### config.mk
export PLATFORM = sky130hd
export DESIGN_NAME = irq2_ctrl
export DESIGN_NICKNAME = d
export VERILOG_FILES = /design/src/rtl/irq2_pkg.sv /design/src/rtl/irq2_pick.sv /design/src/rtl/irq2_flags.sv /design/src/rtl/irq2_ctrl.sv
export SDC_FILE = /design/constraint.sdc
export NUM_CORES = 1
export LEC_CHECK = 0
export BUFFER_PORTS_ARGS = -buffer_cell sky130_fd_sc_hd__buf_2
export CORE_MARGIN = 10
export CORE_UTILIZATION = 48
export CTS_BUF_LIST = sky130_fd_sc_hd__clkbuf_4 sky130_fd_sc_hd__clkbuf_8
export CTS_CLUSTER_DIAMETER = 120
export DETAILED_ROUTE_END_ITERATION = 12
export HOLD_SLACK_MARGIN = 0.1
export PLACE_DENSITY_LB_ADDON = 0.15
export SLEW_MARGIN = 0
export SYNTH_ARGS = -nofsm -noshare
export SYNTH_HDL_FRONTEND = slang
export SYNTH_SLANG_ARGS = --single-unit
### constraint.sdc
create_clock -name clk -period 5.4 [get_ports clk]
set_input_delay 0.27 -clock clk [delete_from_list [all_inputs] [get_ports clk]]
set_output_delay 0.27 -clock clk [all_outputs]
set_load 0.02 [all_outputs]
### src/rtl/irq2_pkg.sv
package irq2_pkg;
    localparam int NEXT   = 2;
    localparam int NTMR   = 2;
    localparam int NSRC   = NEXT + NTMR + 1;
    localparam int NFLAG  = NEXT + NTMR + 2;
    localparam int SRC_W  = $clog2(NSRC);
    localparam int VEC_W  = 16;
    localparam int FL_TX  = NEXT + NTMR;
    localparam int FL_RX  = NEXT + NTMR + 1;

    typedef struct packed {
        logic             take;
        logic [VEC_W-1:0] vec;
        logic             lvl_hi;
        logic             act_hi;
        logic             act_lo;
        logic [NFLAG-1:0] hw_clr;
    } ctrl_st_t;

    typedef struct packed {
        logic [NFLAG-1:0] flags;
        logic [NEXT-1:0]  pin_prev;
    } flag_st_t;
endpackage

### src/rtl/irq2_pick.sv
module irq2_pick #(
    parameter int N = 5,
    localparam int W = $clog2(N)
) (
    input  logic [N-1:0] bits,
    output logic         any,
    output logic [W-1:0] idx
);
    always_comb begin
        any = |bits;
        idx = '0;
        for (int i = N - 1; i >= 0; i--) begin
            if (bits[i]) idx = W'(i);
        end
    end
endmodule

### src/rtl/irq2_flags.sv
module irq2_flags
    import irq2_pkg::*;
(
    input  logic             clk,
    input  logic             rst_n,
    input  logic [NEXT-1:0]  ext_pin_n,
    input  logic [NEXT-1:0]  trig_edge,
    input  logic [NTMR-1:0]  tmr_ovf,
    input  logic             ser_tx_done,
    input  logic             ser_rx_done,
    input  logic [NFLAG-1:0] flag_set,
    input  logic [NFLAG-1:0] flag_clr,
    input  logic [NFLAG-1:0] hw_clr,
    output logic [NFLAG-1:0] flags
);
    flag_st_t st_d, st_q;

    always_comb begin
        st_d          = st_q;
        st_d.pin_prev = ext_pin_n;
        // external pins sit at even flag positions
        for (int j = 0; j < NEXT; j++) begin
            if (trig_edge[j]) begin
                if ((st_q.pin_prev[j] & ~ext_pin_n[j]) | flag_set[2*j])
                    st_d.flags[2*j] = 1'b1;
                else if (hw_clr[2*j] | flag_clr[2*j])
                    st_d.flags[2*j] = 1'b0;
            end else begin
                st_d.flags[2*j] = ~ext_pin_n[j];
            end
        end
        // timers sit at odd flag positions
        for (int j = 0; j < NTMR; j++) begin
            if (tmr_ovf[j] | flag_set[2*j+1])
                st_d.flags[2*j+1] = 1'b1;
            else if (hw_clr[2*j+1] | flag_clr[2*j+1])
                st_d.flags[2*j+1] = 1'b0;
        end
        // serial flags: software clear only
        if (ser_tx_done | flag_set[FL_TX])  st_d.flags[FL_TX] = 1'b1;
        else if (flag_clr[FL_TX])           st_d.flags[FL_TX] = 1'b0;
        if (ser_rx_done | flag_set[FL_RX])  st_d.flags[FL_RX] = 1'b1;
        else if (flag_clr[FL_RX])           st_d.flags[FL_RX] = 1'b0;
    end

    always_ff @(posedge clk or negedge rst_n) begin
        if (!rst_n) begin
            st_q.flags    <= '0;
            st_q.pin_prev <= '1;
        end else begin
            st_q <= st_d;
        end
    end

    assign flags = st_q.flags;
endmodule

### src/rtl/irq2_ctrl.sv
module irq2_ctrl
    import irq2_pkg::*;
#(
    parameter logic [VEC_W-1:0] VEC_BASE = 16'h0003,
    parameter logic [VEC_W-1:0] VEC_STEP = 16'h0008
) (
    input  logic        clk,
    input  logic        rst_n,
    input  logic [1:0]  ext_pin_n,
    input  logic [1:0]  trig_edge,
    input  logic [1:0]  tmr_ovf,
    input  logic        ser_tx_done,
    input  logic        ser_rx_done,
    input  logic [5:0]  flag_set,
    input  logic [5:0]  flag_clr,
    input  logic [4:0]  src_en,
    input  logic        glob_en,
    input  logic [4:0]  src_hi,
    input  logic        last_cycle,
    input  logic        cfg_wr,
    input  logic        reti,
    output logic        irq_take,
    output logic [15:0] irq_vec,
    output logic        irq_lvl_hi,
    output logic        act_hi,
    output logic        act_lo,
    output logic [5:0]  flags,
    output logic [5:0]  hw_clr
);
    ctrl_st_t         st_d, st_q;
    logic [NSRC-1:0]  req, elig;
    logic [1:0]       lv_any;
    logic [SRC_W-1:0] lv_idx [2];
    logic             pick_hi, pick_ok, accept;
    logic [SRC_W-1:0] sel_idx;
    logic [NFLAG-1:0] clr_now;

    irq2_flags u_flags (
        .clk        (clk),
        .rst_n      (rst_n),
        .ext_pin_n  (ext_pin_n),
        .trig_edge  (trig_edge),
        .tmr_ovf    (tmr_ovf),
        .ser_tx_done(ser_tx_done),
        .ser_rx_done(ser_rx_done),
        .flag_set   (flag_set),
        .flag_clr   (flag_clr),
        .hw_clr     (clr_now),
        .flags      (flags)
    );

    always_comb begin
        for (int k = 0; k < NEXT + NTMR; k++) req[k] = flags[k];
        req[NSRC-1] = flags[FL_TX] | flags[FL_RX];
        elig = req & src_en & {NSRC{glob_en}};
    end

    // one fixed-order finder per level; index 1 is the high level
    for (genvar lv = 0; lv < 2; lv++) begin : g_lvl
        irq2_pick #(.N(NSRC)) u_pick (
            .bits(elig & ((lv == 1) ? src_hi : ~src_hi)),
            .any (lv_any[lv]),
            .idx (lv_idx[lv])
        );
    end

    always_comb begin
        pick_hi = lv_any[1] & ~st_q.act_hi;
        pick_ok = pick_hi | (lv_any[0] & ~st_q.act_hi & ~st_q.act_lo);
        sel_idx = pick_hi ? lv_idx[1] : lv_idx[0];
        accept  = last_cycle & ~cfg_wr & ~reti & pick_ok;

        clr_now = '0;
        for (int k = 0; k < NEXT + NTMR; k++) begin
            if (accept && sel_idx == SRC_W'(k) && ((k % 2) == 1 || trig_edge[k/2]))
                clr_now[k] = 1'b1;
        end

        st_d        = st_q;
        st_d.take   = accept;
        st_d.vec    = accept ? (VEC_W'(sel_idx) * VEC_STEP + VEC_BASE) : '0;
        st_d.lvl_hi = accept & pick_hi;
        st_d.hw_clr = clr_now;
        if (reti) begin
            if (st_q.act_hi) st_d.act_hi = 1'b0;
            else             st_d.act_lo = 1'b0;
        end
        if (accept) begin
            if (pick_hi) st_d.act_hi = 1'b1;
            else         st_d.act_lo = 1'b1;
        end
    end

    always_ff @(posedge clk or negedge rst_n) begin
        if (!rst_n) st_q <= '0;
        else        st_q <= st_d;
    end

    assign irq_take   = st_q.take;
    assign irq_vec    = st_q.vec;
    assign irq_lvl_hi = st_q.lvl_hi;
    assign act_hi     = st_q.act_hi;
    assign act_lo     = st_q.act_lo;
    assign hw_clr     = st_q.hw_clr;
endmodule

Word-level counts from Yosys, hierarchy flattened. Index checks and enable logic that the tools add are counted.

Bits of input ports: 36. Flip-flop bits (word level): 23. Logic and storage cells: 99.

Equality and inequality tests: 5. Reductions and logical operators: 13. $add $sub $neg: 1. Muxes and demuxes: 35. Bitwise operators: 32.

Operator list (number): 2-to-1 mux 3 bit (11); 2-to-1 mux 1 bit (21); bitwise AND 5 bit (4); OR 1 bit (12); OR reduction 5 bit (2); bitwise AND 1 bit (9); nonzero test 2 bit (4); adder 6 x 2 -> 7 bit (second input constant) (1); 2-to-1 mux 7 bit (1); == test 3 x 2 -> 1 bit (second input constant) (2); logical AND 1 bit (6); != test 3 x 1 -> 1 bit (second input constant) (2); NOT 1 bit (6); NOT 5 bit (1); 2-to-1 mux 2 bit (2); == test 3 x 1 -> 1 bit (second input constant) (1); zero test 3 bit (1).

Longest topological paths before layout. Gate-level depths: netlist of the first run.

Depth after elaboration: 18. Mapped depth: 7. Depth with buffers taken out: 6.

By module. From an unflattened synthesis of the first run, not the netlist that was laid out.

Cell total of the unflattened synthesis: 125. Area, all modules: 1137.3 um2.

Modules (own cells, without submodules): irq2_ctrl (cells an instance 77, area an instance 684.4 um2, seq. area each 275.3 um2, times used 1); irq2_flags (cells an instance 32, area an instance 355.3 um2, seq. area each 202.7 um2, times used 1); irq2_pick (cells an instance 8, area an instance 48.8 um2, seq. area each 0.0 um2, times used 2).

Worst setup path after synthesis of the first run. No wires, ideal clock.

Path type: flip-flop to flip-flop. Start point: reg st_q (netlist bit act_hi). End point: reg st_q (netlist bit irq_vec[5]). Path buffers: 0. Arrival time: 1746 ps. Cell stages (with the launch flop): 4. Data required time: 5327 ps. Path slack: 3581 ps. Clock period less this slack: 1819 ps. Library setup time: 73 ps. Path through: dfrtp_1 > or4b_4 > or4_1 > a21oi_2.

RTL lines: start: declaration (line irq2_ctrl.sv:30) `ctrl_st_t st_d, st_q;`; start signal: assignment (line irq2_ctrl.sv:96) `else st_q <= st_d;`.

==> metrics, run 1 <==
peak supply drop=around 150 uV; Final Hold Vio Count=0; number of antenna violations at the first check in global routing=0; flop and latch count out of synthesis=19; sequential element share of the synthesized area=0.4157; source-to-sink clock delay at the later pin of the worst-skew pair=approximately 310 ps; grt total ovfl=0; vias in the first global route=~1200; top fanout value on the critical path=8; Max Transition Viols Final=0; post-detailed-placement half-perimeter wirelength=2713 um; Placed Instances=200; average vias per placed instance=about 5; Hold EP=u_flags.flags[2]; Area growth, synth to finish=21.33%; least setup slack across all paths after layout=roughly 3600 ps; type of element capturing the critical path=flop; depth of the worst register-to-register path=3; critical path class=flop to flop; WP data required=5640 ps; critical register-to-register path endpoint=irq_vec[5]; transition time at the pin with the least slew margin=518.6 ps; most used flip-flop cell after synthesis=dfrtp_1; cell with the most instances after synthesis=buf_4; leak pwr=0.7606 nW; worst hold-check path type=input pin to flop; r2r startpoint=act_hi; Startpoint Class=flop; buffer levels on the longest clock path=2; Hold Crit Start=flag_clr[2]; Setup TNS Final=0 ps; WHS Path Cells=2; Die Span Y=~70 um; fraction of layout instances using a drive strength above 1=0.3687; die extent in x=a little under 70 um; CTS sink cnt=19; TritonCTS clock tree=yes; Starting Density=0.5100; skew final=approximately 12 ps; post-synthesis cell type with the largest combined area=dfrtp_1; average footprint of a synthesized cell=between 8 and 9 sq um; number of remaining DRC errors=0; number of port buffers=54; number of max-cap violations=0; routability cong.=0.9068; routed wire length per instance=between 15 and 20 um; number of clock buffers inserted by TritonCTS=3; First DRT Iteration DRCs=slightly above 40; data arrival time of the critical path=around 2100 ps; endpoints failing setup=0; maximum clock frequency=about 0.55 GHz; proportion of netlist area held by the largest area contributor=0.3700; final worst path period need=around 1800 ps; Total Power Consumption=~300 uW; routed wire length=between 3000 and 4000 um; clock-pin transition on the worst setup and hold timing paths=about 120 ps; area of the die=between 4000 and 5000 sq um; Resized Gates After CTS=0; number of cells produced by synthesis=128; area of the mapped netlist=approximately 1100 sq um; # fillers=225; final non-filler cell area=1395 sq um; count of antenna diodes in the layout=0; result of the run=finished clean; placed cell areas=roughly 1300 sq um; cell types with the largest area share after synthesis=dfrtp_1, buf_4, dfstp_2; tightest hold margin=between 100 and 150 ps; H-tree Lvls=1; RSZ-0062 raised after global routing=no; DR pass1 iterations=4; area of the core region=between 2000 and 2500 sq um; share of the cycle needed by the critical path after routing=0.3391; pre-CTS worst setup slack=between 3000 and 4000 ps; tightest slew margin relative to the limit=0.6494; count of yosys warnings during synthesis=0; wire length of the first global-routing pass=5340 um; Util after Layout=0.6188; register-to-register path setup slack=about 3600 ps; Antenna Nets Post-Route=0; post-route insts no fill=~210; setup fix buffers added after clock tree synthesis=0; proportion of synthesized flip-flops having asynchronous set or reset=1.000; overall global routing resource usage=0.1458; Cell Rows=17; clock root buffer master=clkbuf_4; number of different library cells in the post-synthesis netlist=35; maximum number of pins on one net before global-route repair=20; boundary pin count=roughly 70; number of enable-type register cells in the synthesized netlist=0; total number of vias=approximately 1000; count of nets after finishing=216; top cells by count, synth=buf_4, dfrtp_1, nand2_1, nor2_1; power density cells=around 210 nW/um^2
## placed cells by master (no fill, tap or decap), drive strengths merged, types with 2 or more instances in the layout
cell type / n
a21oi: 10
and2: 2
and4b: 2
buf: 54
clkbuf: 3
conb: 13
dfrtp: 17
dfstp: 2
dlygate4sd3: 3
inv: 8
nand2: 11
nand2b: 2
nand4: 5
nand4b: 2
nor2: 11
nor3: 3
o211ai: 3
o21ai: 10
o31ai: 2
or4: 2
## per-layer routing
metal / track usage / part of all wire / up-vias / wire length (um)
met5: 0 / 0 / - / 0
met4: 0.05419 / 0.013 / 0 / 42
met3: 0.04187 / 0.087 / 4 / 284
met2: 0.2534 / 0.49 / 44 / 1603
met1: 0.1649 / 0.41 / 474 / 1345
li1: - / - / 525 / -
## worst max-delay path, cell delays in order, from the launching register on
cell,delay (ps)
dfrtp_1,470
or4b_4,620
or4_1,560
a21oi_2,130
## state kept, by name, summed over array words and instances (netlist names)
| register | count |
|---|---|
| act_hi | 1 |
| u_flags.st_q | 2 |
| irq_lvl_hi | 1 |
| irq_vec | 4 |
| act_lo | 1 |
| hw_clr | 4 |
| u_flags.flags | 6 |
## cell type report
| type | instances | area [sq um] | share of cell area |
|---|---|---|---|
| Clock buffer | 3 | 22.52 | 0.01614 |
| Timing Repair Buffer | 57 | 300.3 | 0.2152 |
| Inverter | 8 | 30.03 | 0.02152 |
| Multi-Input combinational cell | 91 | 524.3 | 0.3758 |
| Sequential cell | 19 | 478.0 | 0.3426 |
| Clock inverter | 1 | 5.005 | 0.003587 |
| Tap cell | 28 | 35.03 | 0.02511 |
## how the worst max path moves through the flow
stage | from | endpoint | slack [ps] | depth (start not counted)
after floorplan | act_hi | irq_vec[5] | 3580 | 3
after global placement | act_hi | irq_vec[5] | 3590 | 3
after detailed placement | act_hi | u_flags.flags[3] | 3580 | 5
after CTS | act_hi | irq_vec[5] | 3570 | 3
after global routing | u_flags.flags[5] | u_flags.flags[1] | 3440 | 6
final | act_hi | irq_vec[5] | 3570 | 3
## repair_timing
action                                  CTS  global route
hold endpoints to repair                 19             0
hold buffers                              3             0
endpoints found under the setup margin    0             0
## where the power goes
group,switching [mW],internal (mW)
clock,0.0459,0.0277
sequential,0.00555,0.149
combinational,0.0451,0.0261
total,0.0965,0.202
## logic make-up (layout without fill, tap and decap cells)
family,after synthesis,in the layout,synth area share
buffers and inverters,30,69,0.1676
AO/OA/AOI/OAI,29,29,0.1556
flip-flops,19,19,0.4157
other,1,13,0.003261
AND/OR/NAND/NOR,49,49,0.2579
(Power assumes the default switching activity.)
==> run 2, diff against run 1 <==
--- a/config.mk
+++ b/config.mk
@@ -5,9 +5,10 @@
 export SDC_FILE = /design/constraint.sdc
 export NUM_CORES = 1
 export LEC_CHECK = 0
+export ABC_AREA = 1
 export BUFFER_PORTS_ARGS = -buffer_cell sky130_fd_sc_hd__buf_2
 export CORE_MARGIN = 10
-export CORE_UTILIZATION = 48
+export CORE_UTILIZATION = 46
 export CTS_BUF_LIST = sky130_fd_sc_hd__clkbuf_4 sky130_fd_sc_hd__clkbuf_8
 export CTS_CLUSTER_DIAMETER = 120
 export DETAILED_ROUTE_END_ITERATION = 12
==> constraint.sdc (replaced) <==
create_clock -name clk -period 1.9 [get_ports clk]
set_input_delay 0.095 -clock clk [delete_from_list [all_inputs] [get_ports clk]]
set_output_delay 0.095 -clock clk [all_outputs]
set_load 0.02 [all_outputs]
==> run 2 against run 1 <==
Compared with the run above:
- highest routed layer unchanged
- wire length increased by 3.5%
- non-clock buffer count increased by 15
- combinational power increased to 3.8 times the previous value
- critical path depth up 7
- global-route usage down 1.6 points
- synthesized cell count rose by 21%
- final cell count rose by 21%
- clock skew decreased by 9.8 ps
- largest cell class unchanged
- first-iteration DRC count rose by 22%
- largest power group unchanged
- register-to-register slack lost 3200 ps
- sequential cell count did not move
- power grew to 3.1 times the previous value
==> metrics, run 2 <==
result of the run=finished clean; H-tree Lvls=1 (unchanged); WP data required=2110 ps (-3530 ps); register area=478.0 sq um (unchanged); buffer levels on the longest clock path=2 (unchanged); least setup slack across all paths after layout=366.0 ps (-3203 ps); proportion of synthesized flip-flops having asynchronous set or reset=1.000 (unchanged); total number of vias=1152 (+10%); clock-pin transition on the worst setup and hold timing paths=120 ps (about the same); share of the cycle needed by the critical path after routing=0.8074 (+0.4683); detailed-route wire length on metal 1=1354 um (+0.67%); # fillers=231 (+2.7%); average vias per placed instance=4.590 (-9.3%); most used cells in the layout excluding fill and tap cells=buf_2, nand2_1, inv_1; number of different library cells in the post-synthesis netlist=28 (-20%); share of synthesized cell area in and, or, nand and nor gates=0.3347 (+0.07677); grt total ovfl=0 (unchanged); post-synthesis xor/xnor area fraction=0 (unchanged); cell types with the largest area share after synthesis=dfrtp_1, buf_4, nand2_1; Resized Gates After CTS=0 (unchanged); Area growth, synth to finish=31.08%; multi-input gate area in the final layout=575.6 sq um (+9.8%); count of yosys warnings during synthesis=0 (unchanged); max FFs per register=6 (unchanged); worst hold-check path type=input pin to flop; sequential element share of the synthesized area=0.3793 (-0.03632); area of the die=5232 sq um (+10%); pre-CTS worst setup slack=366.7 ps (-3211 ps); clock root buffer master=clkbuf_4; number of port buffers=54 (unchanged); vias in the first global route=1255 (+4.2%); final worst path period need=1534 ps (-297.1 ps); count of antenna diodes in the layout=0 (unchanged); register bank with the most flops=u_flags.flags; total met2 wirelength after detailed routing=1731 um (+8.0%); number of remaining DRC errors=0 (unchanged); peak supply drop=430.5 uV (+190%); boundary pin count=68 (unchanged); wire length of the first global-routing pass=5513 um (+3.2%); RSZ-0062 raised after global routing=no; register-to-register path setup slack=370 ps (-3200 ps); setup fix buffers added after clock tree synthesis=0 (unchanged); most used flip-flop cell after synthesis=dfrtp_1; Util after Layout=0.6490 (+0.03021); routed wire length per instance=13.50 um (-15%); leak pwr=0.9556 nW (+26%); critical path class=flop to flop; post-synthesis compound-gate area fraction=0.08342 (-0.07219); tightest hold margin=120.1 ps (-4.551 ps); highest metal used=met4; type of element capturing the critical path=flop; post-synthesis cell type with the largest combined area=dfrtp_1; count of nets after finishing=258 (+19%); proportion of netlist area held by the largest area contributor=0.3376 (-0.03233); First DRT Iteration DRCs=50 (+22%); routed wire length=3388 um (+3.5%); top cells by count, synth=nand2_1, buf_4, inv_1, dfrtp_1, nor2_1; Setup TNS Final=0 ps (unchanged); Final Hold Vio Count=0 (unchanged); number of max-cap violations=0 (unchanged); Max Transition Viols Final=0 (unchanged); routability cong.=0.8896 (-1.9%); number of cells produced by synthesis=155 (+21%); Startpoint Class=flop; area of the core region=2545 sq um (+13%); endpoints failing setup=0 (unchanged); Antenna Nets Post-Route=0 (unchanged); overall global routing resource usage=0.1295 (-0.01632); fraction of layout instances using a drive strength above 1=0.3756 (+0.006851); flop and latch count out of synthesis=19 (unchanged); CTS sink cnt=19 (unchanged); area of the mapped netlist=1260 sq um (+9.6%); number of antenna violations at the first check in global routing=0 (unchanged); adder-cell area share of the yosys netlist=0 (unchanged); post-detailed-placement half-perimeter wirelength=2711 um (about the same); Starting Density=0.4951 (-0.01491); average footprint of a synthesized cell=8.129 sq um (-9.5%); Total Power Consumption=922.9 uW (+210%); source-to-sink clock delay at the later pin of the worst-skew pair=310 ps (about the same); power density cells=558.8 nW/um^2 (+160%); TritonCTS clock tree=yes; largest family of logic cells by synthesized area=simple AND/OR/NAND/NOR gates; Routed met3 length=270 um (-4.9%); data arrival time of the critical path=1750 ps (-330 ps); number of clock buffers inserted by TritonCTS=3 (unchanged); cell with the most instances after synthesis=nand2_1; multiplexer share of the synthesized area=0 (unchanged); maximum number of pins on one net before global-route repair=20 (unchanged); top fanout value on the critical path=4 (-4); maximum clock frequency=0.6519 GHz (+19%); skew final=2.637 ps (-9.769 ps); DR pass1 iterations=4 (unchanged); number of enable-type register cells in the synthesized netlist=0 (unchanged); Cell Rows=18 (+1); die extent in x=72.34 um (+4.9%); Die Span Y=72.34 um (+4.9%); most frequent standard cell in the layout excluding fill and tap cells=buf_2
==> run 2: final timing paths <==
kind / start / endpoint / depth (start not counted)
min in group asynchronous: rst_n / u_flags.flags[4] / 2
setup / recovery: u_flags.flags[3] / u_flags.flags[3] / 10
hold reg to reg: act_lo / act_lo / 1
max in group asynchronous: rst_n / u_flags.st_q[1] / 2
setup reg to reg: u_flags.flags[3] / u_flags.flags[3] / 10
hold / removal: flag_set[2] / u_flags.flags[2] / 4
==> run 2: stage by stage <==
stage | std cells | instance area [sq um]
floorplan | 167 | 1305
global placement | 229 | 1444
detailed placement | 229 | 1444
CTS | 251 | 1652
global route | 251 | 1652
finish | 251 | 1652
==> run 2: where the power goes <==
group | internal [mW] | total [mW] | switching (mW)
clock network | 0.0787 | 0.218 | 0.139
logic | 0.105 | 0.268 | 0.164
registers | 0.424 | 0.436 | 0.0126
==> run 2: final cells by class <==
| type | instances | share of cell area |
|---|---|---|
| multi-input cells | 104 | 0.3485 |
| clock inverters | 1 | 0.003030 |
| clock buffers | 3 | 0.01364 |
| well taps | 30 | 0.02273 |
| inverters | 22 | 0.05000 |
| repair buffers | 72 | 0.2727 |
| flip-flops and latches | 19 | 0.2894 |
==> run 2: cells by family (layout without fill, tap and decap cells) <==
group	after synthesis	count (layout)
buffers and inverters	44	98
AOI/OAI and AO/OA	16	16
other	1	13
DFF	19	19
and+or+nand+nor	75	75
==> run 2: per-layer routing <==
layer,global-route usage,up-vias
met5,0,-
met4,0.04516,0
met3,0.05034,4
met2,0.2371,43
met1,0.1292,515
li1,-,590
==> run 2: critical path, cell delays in order (launching register included) <==
cell and delay [ps]:
dfrtp_1 440, nand3_4 110, nor2_4 40, nor2_2 130
nand3_2 170, nand2_2 130, nand2_1 70, nand2_2 80
inv_2 60, nor2_2 130, o21ai_1 70
==> run 2: timing repair <==
action,in CTS,in global routing
hold buffers,18,0
endpoints found under the hold margin,28,0
setup endpoints to repair,0,0
==> run 3, diff against run 2 <==
--- a/config.mk
+++ b/config.mk
@@ -8,7 +8,7 @@
 export ABC_AREA = 1
 export BUFFER_PORTS_ARGS = -buffer_cell sky130_fd_sc_hd__buf_2
 export CORE_MARGIN = 10
-export CORE_UTILIZATION = 46
+export CORE_UTILIZATION = 42
 export CTS_BUF_LIST = sky130_fd_sc_hd__clkbuf_4 sky130_fd_sc_hd__clkbuf_8
 export CTS_CLUSTER_DIAMETER = 120
 export DETAILED_ROUTE_END_ITERATION = 12
==> constraint.sdc (replaced) <==
create_clock -name clk -period 1.3 [get_ports clk]
set_input_delay 0.065 -clock clk [delete_from_list [all_inputs] [get_ports clk]]
set_output_delay 0.065 -clock clk [all_outputs]
set_load 0.02 [all_outputs]
==> run 3 against run 2 <==
Compared with the run above:
- the run now ends with setup timing left
- clock skew down 0.79 ps
- critical path type unchanged
- largest power group unchanged
- critical path depth unchanged
- non-clock buffer count grew 24
- critical endpoint is now irq_vec[3]
- highest routed layer unchanged
- worst setup slack worse by 560 ps
==> metrics, run 3 (synthesized netlist as in run 2, its figures left out) <==
worst-path cell chain=nand3_4 -> nor2_4 -> nor2_4 -> nand3_4 -> nand2_4 -> nand2_1 -> nand2_2 -> inv_2 -> buf_4 -> a21oi_2; Seq pwr share=0.430 (-0.043); die extent in x=74.77 um (+3.4%); share of the cycle needed by the critical path after routing=1.147 (+0.3398); CTS sink cnt=19 (unchanged); internal power=991.4 uW (+63%); post-route insts no fill=276 (+10%); average vias per placed instance=4.598 (+0.18%); maximum clock frequency=0.6705 GHz (+2.9%); Final Hold Vio Count=0 (unchanged); Util after Layout=0.7083 (+0.05933); max FFs per register=6 (unchanged); r2r startpoint=u_flags.flags[2]; depth of the worst register-to-register path=10 (unchanged); standard cell with the maximum stage delay on the critical path=dfrtp_2; peak supply drop=707.9 uV (+64%); number of port buffers=54 (unchanged); least setup slack across all paths after layout=-191.3 ps (-557.3 ps); RSZ-0062 raised after global routing=yes; vias in the first global route=1303 (+3.8%); final worst path period need=1491 ps (-42.70 ps); placed cell areas=1545 sq um (+7.0%); boundary pin count=68 (unchanged); maximum number of pins on one net before global-route repair=20 (unchanged); overall global routing resource usage=0.1302 (+0.0006254); portion of total power attributed to combinational logic=0.355 (+0.064); H-tree Lvls=1 (unchanged); Startpoint Class=flop; power density cells=748.9 nW/um^2 (+34%); critical register-to-register path endpoint=irq_vec[3]; Starting Density=0.4492 (-0.04593); number of buffer and inverter stages on the critical path=2 (+1); most frequent standard cell in the layout excluding fill and tap cells=buf_2; most used cells in the layout excluding fill and tap cells=buf_2, buf_4, dlygate4sd3_1; failing checks=setup timing; routed wire length per instance=13.54 um (+0.28%); critical path class=flop to flop; area of the die=5591 sq um (+6.8%); Hold Crit Start=flag_set[0]; net switching power=496.5 uW (+57%); Max Transition Viols Final=0 (unchanged); endpoints failing setup=15 (+15); Area growth, synth to finish=57.70%; Hold EP=u_flags.flags[0]; critical path's top delay family=simple AND/OR/NAND/NOR gates; clock share of power=0.215 (-0.021); clock-pin transition on the worst setup and hold timing paths=110 ps (about the same); top fanout value on the critical path=4 (unchanged); skew final=1.846 ps (-0.7916 ps); final non-filler cell area=1987 sq um (+20%); pre-CTS worst setup slack=-228.3 ps (-595.0 ps); TritonCTS clock tree=yes; buffer levels on the longest clock path=2 (unchanged); clock root buffer master=clkbuf_4; Switching Share=0.3337 (-0.008424); tightest hold margin=110.3 ps (-9.735 ps); number of clock buffers inserted by TritonCTS=3 (unchanged); worst hold-check path type=input pin to flop; routed wire length=3736 um (+10%); number of max-cap violations=0 (unchanged); grt total ovfl=0 (unchanged); post-detailed-placement half-perimeter wirelength=2860 um (+5.5%); leak pwr=1.089 nW (+14%); source-to-sink clock delay at the later pin of the worst-skew pair=290 ps (-20 ps); Antenna Nets Post-Route=0 (unchanged); fraction of layout instances using a drive strength above 1=0.5388 (+0.1632); Die Span Y=74.77 um (+3.4%); First DRT Iteration DRCs=65 (+30%); type of element capturing the critical path=flop; number of remaining DRC errors=0 (unchanged); register-to-register path setup slack=-190 ps (-560 ps); data arrival time of the critical path=1720 ps (-30 ps); wire length of the first global-routing pass=5775 um (+4.8%); biggest cell delay along the critical path=460 ps (+20 ps); area of the core region=2805 sq um (+10%); count of antenna diodes in the layout=0 (unchanged); Total Power Consumption=1.488 mW (+61%); WP data required=1530 ps (-580 ps); DR pass1 iterations=4 (unchanged); Placed Instances=243 (+6.1%); result of the run=finished with violations; total number of vias=1269 (+10%); register bank with the most flops=u_flags.flags; Setup TNS Final=-1712 ps (-1712 ps); number of antenna violations at the first check in global routing=0 (unchanged); count of nets after finishing=282 (+9.3%); WHS Path Cells=5 (+1); routability cong.=0.7600 (-15%); Cell Rows=19 (+1)
==> run 3: changes by cell type in the layout (fill, tap and decap cells not counted), moves of 5 or more <==
cell and change:
nor2_2 -7, nand2_2 +9, nand3_1 -5, nand2_1 -11, buf_4 +22, nor2_4 +10
==> run 3: worst max-delay path by stage <==
stage / from / to / slack [ps] / cells past startpoint
floorplan: u_flags.flags[3] / u_flags.flags[2] / -20 / 11
global placement: u_flags.flags[2] / u_flags.flags[2] / -250 / 11
detailed placement: u_flags.flags[2] / u_flags.flags[2] / -230 / 11
CTS: u_flags.flags[2] / u_flags.flags[2] / -230 / 11
global route: u_flags.flags[0] / u_flags.flags[3] / -300 / 10
finish: u_flags.flags[2] / irq_vec[3] / -190 / 10
==> run 3: timing repair <==
action | 4_1_cts | 5_1_grt
pin swaps | 1 | 19
endpoints found under the setup margin | 12 | 16
setup buffers | 3 | 7
gates resized for setup | 6 | 35
hold buffers | 19 | 0
hold endpoints to repair | 29 | 0
==> run 3: cell type report <==
cell class | count | area (sq um)
fillers | 230 | 818.3
multi-input cells | 104 | 716.9
repair buffers | 96 | 636.9
flip-flops and latches | 19 | 480.5
inverters | 22 | 83.83
well taps | 31 | 38.79
clock buffers | 4 | 30.03
==> run 3: per-layer routing <==
layer / up-vias / track usage / part of all wire
met5: - / 0 / 0
met4: 0 / 0.02101 / 0.0083
met3: 4 / 0.05256 / 0.081
met2: 39 / 0.2469 / 0.55
met1: 595 / 0.1329 / 0.36
li1: 631 / - / -
==> run 3: worst min-delay path, delay by kind of cell <==
kind	cells	cell delay, ps
buf+inv	1	70
simple gates	3	140
compound gates	1	90
==> run 3: power groups by stage <==
stage / registers (mW) / logic (mW) / clock network (mW)
finish: 0.639 / 0.528 / 0.320
global route: 0.643 / 0.577 / 0.360
floorplan: 0.663 / 0.263 / 0
detailed placement: 0.649 / 0.395 / 0
global placement: 0.648 / 0.392 / 0
CTS: 0.638 / 0.457 / 0.330
